<file path="config.mk">
export PLATFORM = sky130hd
export DESIGN_NAME = split_tlb
export DESIGN_NICKNAME = d
export VERILOG_FILES = /design/src/rtl/split_tlb_pkg.sv /design/src/rtl/tlb_lfsr.sv /design/src/rtl/tlb_side.sv /design/src/rtl/split_tlb.sv
export SDC_FILE = /design/constraint.sdc
export NUM_CORES = 1
export LEC_CHECK = 0
export BUFFER_PORTS_ARGS = -buffer_cell sky130_fd_sc_hd__buf_2
export CORE_ASPECT_RATIO = 0.6
export CORE_MARGIN = 2
export CORE_UTILIZATION = 40
export DETAILED_ROUTE_END_ITERATION = 16
export PLACE_DENSITY = 0.51
export SLEW_MARGIN = 20
export SYNTH_ARGS = -nofsm -noshare
export SYNTH_HDL_FRONTEND = slang
export SYNTH_SLANG_ARGS = --single-unit
</file>
<file path="constraint.sdc">
create_clock -name clk -period 6.9 [get_ports clk]
set_input_delay 1.725 -clock clk [delete_from_list [all_inputs] [get_ports clk]]
set_output_delay 1.725 -clock clk [all_outputs]
set_load 0.02 [all_outputs]
</file>
<file path="src/rtl/split_tlb_pkg.sv">
package split_tlb_pkg;
  localparam int VA_W  = 26;
  localparam int OFF_W = 12;
  localparam int VPN_W = VA_W - OFF_W;

  typedef enum logic [0:0] {REPL_LRU, REPL_RAND} repl_e;

  localparam logic [31:0] LFSR_SEED = 32'd14897;
  localparam logic [31:0] LFSR_MASK = 32'h8020_0003;
endpackage

</file>
<file path="src/rtl/tlb_lfsr.sv">
module tlb_lfsr #(
  parameter logic [31:0] SEED = 32'd1,
  parameter logic [31:0] MASK = 32'h8020_0003
) (
  input  logic        clk,
  input  logic        rst_n,
  input  logic        step,
  output logic [31:0] state
);
  logic [31:0] state_q, state_d;

  always_comb begin
    state_d = state_q;
    if (step) state_d = state_q[0] ? ((state_q >> 1) ^ MASK) : (state_q >> 1);
  end

  always_ff @(posedge clk or negedge rst_n) begin
    if (!rst_n) state_q <= SEED;
    else        state_q <= state_d;
  end

  assign state = state_q;
endmodule

</file>
<file path="src/rtl/tlb_side.sv">
module tlb_side import split_tlb_pkg::*; #(
  parameter int    SETS  = 4,
  parameter int    WAYS  = 4,
  parameter int    PPN_W = 8,
  parameter repl_e REPL  = REPL_LRU,
  localparam int   WAY_W = $clog2(WAYS)
) (
  input  logic             clk,
  input  logic             rst_n,
  input  logic             flush,
  input  logic             lk_en,
  input  logic [VPN_W-1:0] lk_vpn,
  output logic             lk_hit,
  output logic [PPN_W-1:0] lk_ppn,
  input  logic             fill_en,
  input  logic [VPN_W-1:0] fill_vpn,
  input  logic [PPN_W-1:0] fill_ppn,
  input  logic [WAY_W-1:0] rnd
);
  localparam int IDX_W = $clog2(SETS);
  localparam int TAG_W = VPN_W - IDX_W;

  logic [WAYS-1:0]  vld_q [SETS];
  logic [WAYS-1:0]  vld_d [SETS];
  logic [TAG_W-1:0] tag_q [SETS][WAYS];
  logic [PPN_W-1:0] ppn_q [SETS][WAYS];

  logic [IDX_W-1:0] lk_idx, f_idx;
  logic [TAG_W-1:0] lk_tag, f_tag;
  logic [WAY_W-1:0] lk_way, free_way, repl_way, victim;
  logic             free_any;

  assign lk_idx = lk_vpn[IDX_W-1:0];
  assign lk_tag = lk_vpn[VPN_W-1:IDX_W];
  assign f_idx  = fill_vpn[IDX_W-1:0];
  assign f_tag  = fill_vpn[VPN_W-1:IDX_W];

  always_comb begin
    lk_hit = 1'b0;
    lk_way = '0;
    lk_ppn = '0;
    for (int w = 0; w < WAYS; w++) begin
      if (vld_q[lk_idx][w] && (tag_q[lk_idx][w] == lk_tag)) begin
        lk_hit = 1'b1;
        lk_way = WAY_W'(w);
        lk_ppn = ppn_q[lk_idx][w];
      end
    end
  end

  // lowest invalid way wins over the replacement choice
  always_comb begin
    free_any = 1'b0;
    free_way = '0;
    for (int w = WAYS - 1; w >= 0; w--) begin
      if (!vld_q[f_idx][w]) begin
        free_any = 1'b1;
        free_way = WAY_W'(w);
      end
    end
    victim = free_any ? free_way : repl_way;
  end

  always_comb begin
    vld_d = vld_q;
    if (flush) begin
      for (int s = 0; s < SETS; s++) vld_d[s] = '0;
    end else if (fill_en) begin
      vld_d[f_idx][victim] = 1'b1;
    end
  end

  always_ff @(posedge clk or negedge rst_n) begin
    if (!rst_n) begin
      for (int s = 0; s < SETS; s++) vld_q[s] <= '0;
    end else begin
      vld_q <= vld_d;
    end
  end

  always_ff @(posedge clk) begin
    if (fill_en && !flush) begin
      tag_q[f_idx][victim] <= f_tag;
      ppn_q[f_idx][victim] <= fill_ppn;
    end
  end

  generate
    if (REPL == REPL_LRU) begin : g_lru
      logic [WAY_W-1:0] age_q [SETS][WAYS];
      logic [WAY_W-1:0] age_d [SETS][WAYS];
      logic             touch;
      logic [IDX_W-1:0] t_idx;
      logic [WAY_W-1:0] t_way;
      logic             unused_rnd;

      assign unused_rnd = ^rnd;
      assign touch = fill_en || (lk_en && lk_hit);
      assign t_idx = fill_en ? f_idx  : lk_idx;
      assign t_way = fill_en ? victim : lk_way;

      always_comb begin
        age_d = age_q;
        if (flush) begin
          for (int s = 0; s < SETS; s++)
            for (int w = 0; w < WAYS; w++) age_d[s][w] = WAY_W'(w);
        end else if (touch) begin
          for (int w = 0; w < WAYS; w++) begin
            if (WAY_W'(w) == t_way)
              age_d[t_idx][w] = '0;
            else if (age_q[t_idx][w] < age_q[t_idx][t_way])
              age_d[t_idx][w] = age_q[t_idx][w] + 1'b1;
          end
        end
      end

      always_ff @(posedge clk or negedge rst_n) begin
        if (!rst_n) begin
          for (int s = 0; s < SETS; s++)
            for (int w = 0; w < WAYS; w++) age_q[s][w] <= WAY_W'(w);
        end else begin
          age_q <= age_d;
        end
      end

      always_comb begin
        repl_way = '0;
        for (int w = 0; w < WAYS; w++)
          if (age_q[f_idx][w] == WAY_W'(WAYS - 1)) repl_way = WAY_W'(w);
      end
    end else begin : g_rand
      logic unused_lk;
      assign unused_lk = lk_en ^ (^lk_way);
      assign repl_way  = rnd;
    end
  endgenerate
endmodule

</file>
<file path="src/rtl/split_tlb.sv">
module split_tlb import split_tlb_pkg::*; #(
  parameter int I_ENTRIES = 16,
  parameter int D_ENTRIES = 32,
  parameter int WAYS      = 4,
  parameter int PPN_W     = 8,
  parameter int CNT_W     = 16
) (
  input  logic                   clk,
  input  logic                   rst_n,
  input  logic                   flush,
  input  logic                   req_valid,
  output logic                   req_ready,
  input  logic                   req_write,
  input  logic                   req_instr,
  input  logic [VA_W-1:0]        req_vaddr,
  output logic                   resp_valid,
  output logic                   resp_hit,
  output logic [PPN_W+OFF_W-1:0] resp_paddr,
  output logic                   refill_req_valid,
  output logic                   refill_req_instr,
  output logic [VPN_W-1:0]       refill_req_vpn,
  input  logic                   refill_rsp_valid,
  input  logic [PPN_W-1:0]       refill_rsp_ppn,
  output logic [CNT_W-1:0]       i_access_cnt,
  output logic [CNT_W-1:0]       i_hit_cnt,
  output logic [CNT_W-1:0]       d_access_cnt,
  output logic [CNT_W-1:0]       d_hit_cnt
);
  localparam int I_SETS = I_ENTRIES / WAYS;
  localparam int D_SETS = D_ENTRIES / WAYS;
  localparam int WAY_W  = $clog2(WAYS);

  logic             accept, take, lk_hit, unused_write;
  logic             i_hit, d_hit;
  logic [PPN_W-1:0] i_ppn, d_ppn, lk_ppn;
  logic [31:0]      lfsr;
  logic [VPN_W-1:0] req_vpn;

  logic             busy_q, busy_d, pinstr_q;
  logic [VPN_W-1:0] pvpn_q;
  logic [OFF_W-1:0] poff_q;
  logic             rv_q, rv_d, rh_q, rh_d;
  logic [PPN_W+OFF_W-1:0] pa_q, pa_d;
  logic [CNT_W-1:0] ia_q, ih_q, da_q, dh_q;

  assign unused_write = req_write;
  assign req_vpn = req_vaddr[VA_W-1:OFF_W];
  assign accept  = req_valid && !busy_q && !flush;
  assign take    = busy_q && refill_rsp_valid && !flush;
  assign lk_hit  = req_instr ? i_hit : d_hit;
  assign lk_ppn  = req_instr ? i_ppn : d_ppn;

  tlb_side #(.SETS(I_SETS), .WAYS(WAYS), .PPN_W(PPN_W), .REPL(REPL_LRU)) u_iside (
    .clk(clk), .rst_n(rst_n), .flush(flush),
    .lk_en(accept && req_instr), .lk_vpn(req_vpn), .lk_hit(i_hit), .lk_ppn(i_ppn),
    .fill_en(take && pinstr_q), .fill_vpn(pvpn_q), .fill_ppn(refill_rsp_ppn),
    .rnd(lfsr[WAY_W-1:0])
  );

  tlb_side #(.SETS(D_SETS), .WAYS(WAYS), .PPN_W(PPN_W), .REPL(REPL_RAND)) u_dside (
    .clk(clk), .rst_n(rst_n), .flush(flush),
    .lk_en(accept && !req_instr), .lk_vpn(req_vpn), .lk_hit(d_hit), .lk_ppn(d_ppn),
    .fill_en(take && !pinstr_q), .fill_vpn(pvpn_q), .fill_ppn(refill_rsp_ppn),
    .rnd(lfsr[WAY_W-1:0])
  );

  tlb_lfsr #(.SEED(LFSR_SEED), .MASK(LFSR_MASK)) u_lfsr (
    .clk(clk), .rst_n(rst_n), .step(take && !pinstr_q), .state(lfsr)
  );

  always_comb begin
    busy_d = busy_q;
    if (flush || take)         busy_d = 1'b0;
    else if (accept && !lk_hit) busy_d = 1'b1;
    rv_d = !flush && ((accept && lk_hit) || take);
    rh_d = accept && lk_hit;
    pa_d = accept ? {lk_ppn, req_vaddr[OFF_W-1:0]} : {refill_rsp_ppn, poff_q};
  end

  always_ff @(posedge clk or negedge rst_n) begin
    if (!rst_n) begin
      busy_q   <= 1'b0;
      pinstr_q <= 1'b0;
      pvpn_q   <= '0;
      poff_q   <= '0;
      rv_q     <= 1'b0;
      rh_q     <= 1'b0;
      pa_q     <= '0;
      ia_q     <= '0;
      ih_q     <= '0;
      da_q     <= '0;
      dh_q     <= '0;
    end else begin
      busy_q <= busy_d;
      rv_q   <= rv_d;
      if (accept) begin
        pinstr_q <= req_instr;
        pvpn_q   <= req_vpn;
        poff_q   <= req_vaddr[OFF_W-1:0];
      end
      if (rv_d) begin
        rh_q <= rh_d;
        pa_q <= pa_d;
      end
      if (accept &&  req_instr)           ia_q <= ia_q + 1'b1;
      if (accept &&  req_instr && lk_hit) ih_q <= ih_q + 1'b1;
      if (accept && !req_instr)           da_q <= da_q + 1'b1;
      if (accept && !req_instr && lk_hit) dh_q <= dh_q + 1'b1;
    end
  end

  assign req_ready        = !busy_q && !flush;
  assign resp_valid       = rv_q;
  assign resp_hit         = rh_q;
  assign resp_paddr       = pa_q;
  assign refill_req_valid = busy_q;
  assign refill_req_instr = pinstr_q;
  assign refill_req_vpn   = pvpn_q;
  assign i_access_cnt     = ia_q;
  assign i_hit_cnt        = ih_q;
  assign d_access_cnt     = da_q;
  assign d_hit_cnt        = dh_q;
endmodule

</file>
==> summary.txt <==
Power
  • P_leak: 0.0188 µW
  • Pwr dens: 286 mW/mm²
  • Total power: 15500 µW
  • Maximum vdd drop: 206 µV

Routing
  • DRT antenna net count: 0
  • Wire length per cell: 27.9 µm
  • Via density: 5.63
  • Initial DRT Pass Iterations: 6
  • Total routed wirelength: 128000 µm
  • Vias: 25800
  • DR iter-0 viols: 2845
  • DRC errors left: 0

Final layout
  • Area growth syn-to-layout: 13.9%
  • Fraction of layout cells with a size suffix above 1: 0.277
  • NumNets Final: 2961
  • Final core occ: 0.462

Timing
  • Final setup violation count: 0
  • RSZ-0062 raised after global routing: false
  • Rel. slew slack: 0.270
  • Minimum clock period: 5740 ps
  • Clock Skew: 30.1 ps
  • Actual slew at the worst max-slew pin: 1100 ps
  • Fin. max-slew vios: 0
  • Setup TNS: 0 ps
  • Tcrit/Tclk final: 0.831
  • Final Hold Vio Count: 0
  • Fmax: 0.174 GHz

Die
  • Initial Util: 0.405
  • Die Y: 271 µm
  • Rows: 97
  • Core Region: 0.117 mm²
  • Die W: 449 µm
  • DIE AREA: 0.122 mm²
  • IO Pins: 144

Logic synthesis
  • Post-synthesis cell count: 2678
  • Cell Area, Synth: 0.0475 mm²
  • Post-synth EDFFs: 928
  • Unique masters post-synth: 95
  • Dominant synthesized flop cell: edfxtp_1
  • Sequential-to-total area share from yosys stat: 0.706
  • Fraction of registers with async set/reset: 0.196
  • Most common cell in the synthesized netlist: edfxtp_1
  • Top cells by count, synth: 928 x edfxtp_1, 237 x mux4_2, 203 x dfrtp_1, 187 x nand2_1, 158 x nor2_1
  • Share of the synthesized area in the top cell type: 0.586
  • Post-synth top area cell: edfxtp_1
  • Synth warn: 0
  • Synth area leaders: edfxtp_1 59%, mux4_2 11%, dfrtp_1 11%, xnor2_1 2.3%, mux2i_1 2.1%
  • Net count after synthesis: 2723
  • #FFs+latches synth: 1154
  • Syn Area/Cell: 17.7 µm²

Critical path
  • Worst Reg2Reg Path Length in Cells: 12
  • Worst path max stage delay: 1000 ps
  • Critical path launch point type: input pin
  • Reg-to-Reg End: u_iside.g_lru.age_q[21]$_DFFE_PN0P_
  • Cell Chain, Critical Path: buf_8, buf_4, mux2_2, a21oi_1, a32oi_1, or4_1, o21bai_1, a211oi_1, a32oi_1, o21ai_1, a31oi_2, and2_1, a211oi_2
  • CP Capture Point: u_iside.g_lru.age_q[1]$_DFFE_PN1P_
  • FF-to-FF Start: refill_req_vpn[0]$_DFFE_PN0P_
  • CP required: 7510 ps
  • Kind of critical path: in2reg
  • Slowest cell on the critical path: or4_1
  • Crit path depth: 13
  • Crit. End Element: flip-flop
  • Critical path data arrival time: 6350 ps
  • Flop2flop setup slack: 2350 ps
  • CP delay by family, top: compound AO/OA/AOI/OAI gates
  • Crit-path most repeated cell: a32oi_1
  • Critical path launch point: req_vaddr[12]
  • CP Max Fanout: 39
  • Buffers plus inverters on the worst setup path: 2

Clock tree
  • Setup Buffers After CTS: 0
  • CTS tree: yes
  • Hold-fix buffers at CTS: 0
  • # H-tree levels: 3
  • Clock buffer depth: 3
  • Root Driver: clkbuf_16
  • CTS clk-pin slew, worst paths: 70 ps
  • CTS resizes: 0
  • Total CTS buffers: 105
  • TritonCTS Sinks: 1154
  • Insertion delay to the later sink of the worst-skew pair: 720 ps

GRT
  • Global-route wire length before repair: 186000 µm
  • Antenna violations before repair: 4
  • GRT overflow: 0
  • GRT Total Usage: 0.211
  • Number of global-route vias before repair: 25800
  • Largest net degree at the start of global routing: 125

Place
  • RePlAce Congestion: 0.863
  • DPL Wire Length: 79100 µm
  • I/O Buffers: 142

Worst hold path
  • Min-Delay Path Class: reg2reg
  • Hold Crit Depth: 1

Flow run
  • Maximum Capacitance Violations: 0

Outcome
  • Status: complete, no violations
## routing by layer
metal / share of wire / vias up / track usage
met2: 0.43 / 893 / 0.305
met3: 0.072 / 140 / 0.0395
met4: 0.015 / 0 / 0.0391
met5: 0 / - / 0
li1: - / 11000 / -
met1: 0.48 / 13800 / 0.332
## worst min-delay path by stage
| stage | start | end | slack (ps) |
|---|---|---|---|
| after floorplan | poff_q[0]$_DFFE_PN0P_ | poff_q[0]$_DFFE_PN0P_ | 440 |
| after global placement | poff_q[2]$_DFFE_PN0P_ | poff_q[2]$_DFFE_PN0P_ | 450 |
| after detailed placement | poff_q[6]$_DFFE_PN0P_ | poff_q[6]$_DFFE_PN0P_ | 450 |
| after CTS | poff_q[6]$_DFFE_PN0P_ | poff_q[6]$_DFFE_PN0P_ | 470 |
| after global routing | poff_q[5]$_DFFE_PN0P_ | poff_q[5]$_DFFE_PN0P_ | 500 |
| final | d_access_cnt[15]$_DFFE_PN0P_ | d_access_cnt[15]$_DFFE_PN0P_ | 470 |
## placed cells by master (no fill, tap or decap), types with 9 or more instances in the layout
| cell type | count |
|---|---|
| mux2_2 | 49 |
| edfxtp_1 | 928 |
| buf_4 | 114 |
| and2_1 | 11 |
| nand4_1 | 27 |
| and3_1 | 16 |
| xor2_1 | 41 |
| bufinv_16 | 12 |
| a21oi_1 | 49 |
| dfrtp_1 | 191 |
| mux2_1 | 12 |
| or3_1 | 12 |
| nand2_1 | 187 |
| mux4_2 | 237 |
| o21ai_0 | 28 |
| clkinv_2 | 15 |
| clkinv_1 | 18 |
| clkbuf_16 | 108 |
| xnor2_1 | 125 |
| nor2_2 | 46 |
| mux4_1 | 11 |
| nand3_1 | 35 |
| or2_2 | 9 |
| mux2i_1 | 101 |
| o22ai_1 | 32 |
| nor3_1 | 17 |
| dfstp_2 | 23 |
| clkbuf_1 | 25 |
| clkbuf_8 | 10 |
| nor2_1 | 109 |
| buf_2 | 138 |
| inv_1 | 48 |
| a31oi_1 | 24 |
## power breakdown
group / switching, µW / internal (µW) / leakage (µW)
Sequential: 255 / 7840 / 0.0113
Clock: 2590 / 3430 / 0.00172
Combinational: 886 / 475 / 0.00573
## sequential cells by signal (all words and copies together) (netlist names), 12 cells and up
| name | cells |
|---|---|
| refill_req_vpn | 14 |
| i_hit_cnt | 16 |
| u_iside.ppn_q | 128 |
| u_iside.g_lru.age_q | 32 |
| poff_q | 12 |
| u_dside.ppn_q | 256 |
| resp_paddr | 20 |
| d_hit_cnt | 16 |
| u_lfsr.state | 32 |
| u_iside.tag_q | 192 |
| u_iside.vld_q | 16 |
| u_dside.tag_q | 352 |
| d_access_cnt | 16 |
| i_access_cnt | 16 |
| u_dside.vld_q | 32 |
## stage by stage
step | hold slack (ps) | setup slack (ps) | cell area, µm² | cells
after floorplan | 437 | 1640 | 47500 | 2678
after CTS | 469 | 1240 | 54100 | 4588
after global placement | 451 | 517 | 50600 | 4393
final | 467 | 1160 | 54100 | 4589
after global routing | 495 | 980 | 54100 | 4588
after detailed placement | 454 | 472 | 50600 | 4393
## area by class of cell
cell class | instances | area, µm²
Antenna cell | 1 | 2.50
Clock buffer | 145 | 2950
Clock inverter | 50 | 556
Fill cell | 10100 | 63100
Inverter | 48 | 180
Multi-Input combinational cell | 1346 | 13200
Sequential cell | 1154 | 33600
Tap cell | 1584 | 1980
Timing Repair Buffer | 261 | 1710
## cells by family (layout without fill, tap and decap cells)
logic type,count (synthesis),after routing,synth area share
DFF,1154,1154,0.706
and+or+nand+nor,520,520,0.0509
muxes,412,412,0.155
AOI/OAI and AO/OA,242,242,0.0362
buffers and inverters,178,504,0.0201
xor gates and xnor gates,166,166,0.0306
adders and majority gates,6,6,0.00153
other,0,1,0
No activity file was read; power rests on OpenSTA's default activity.
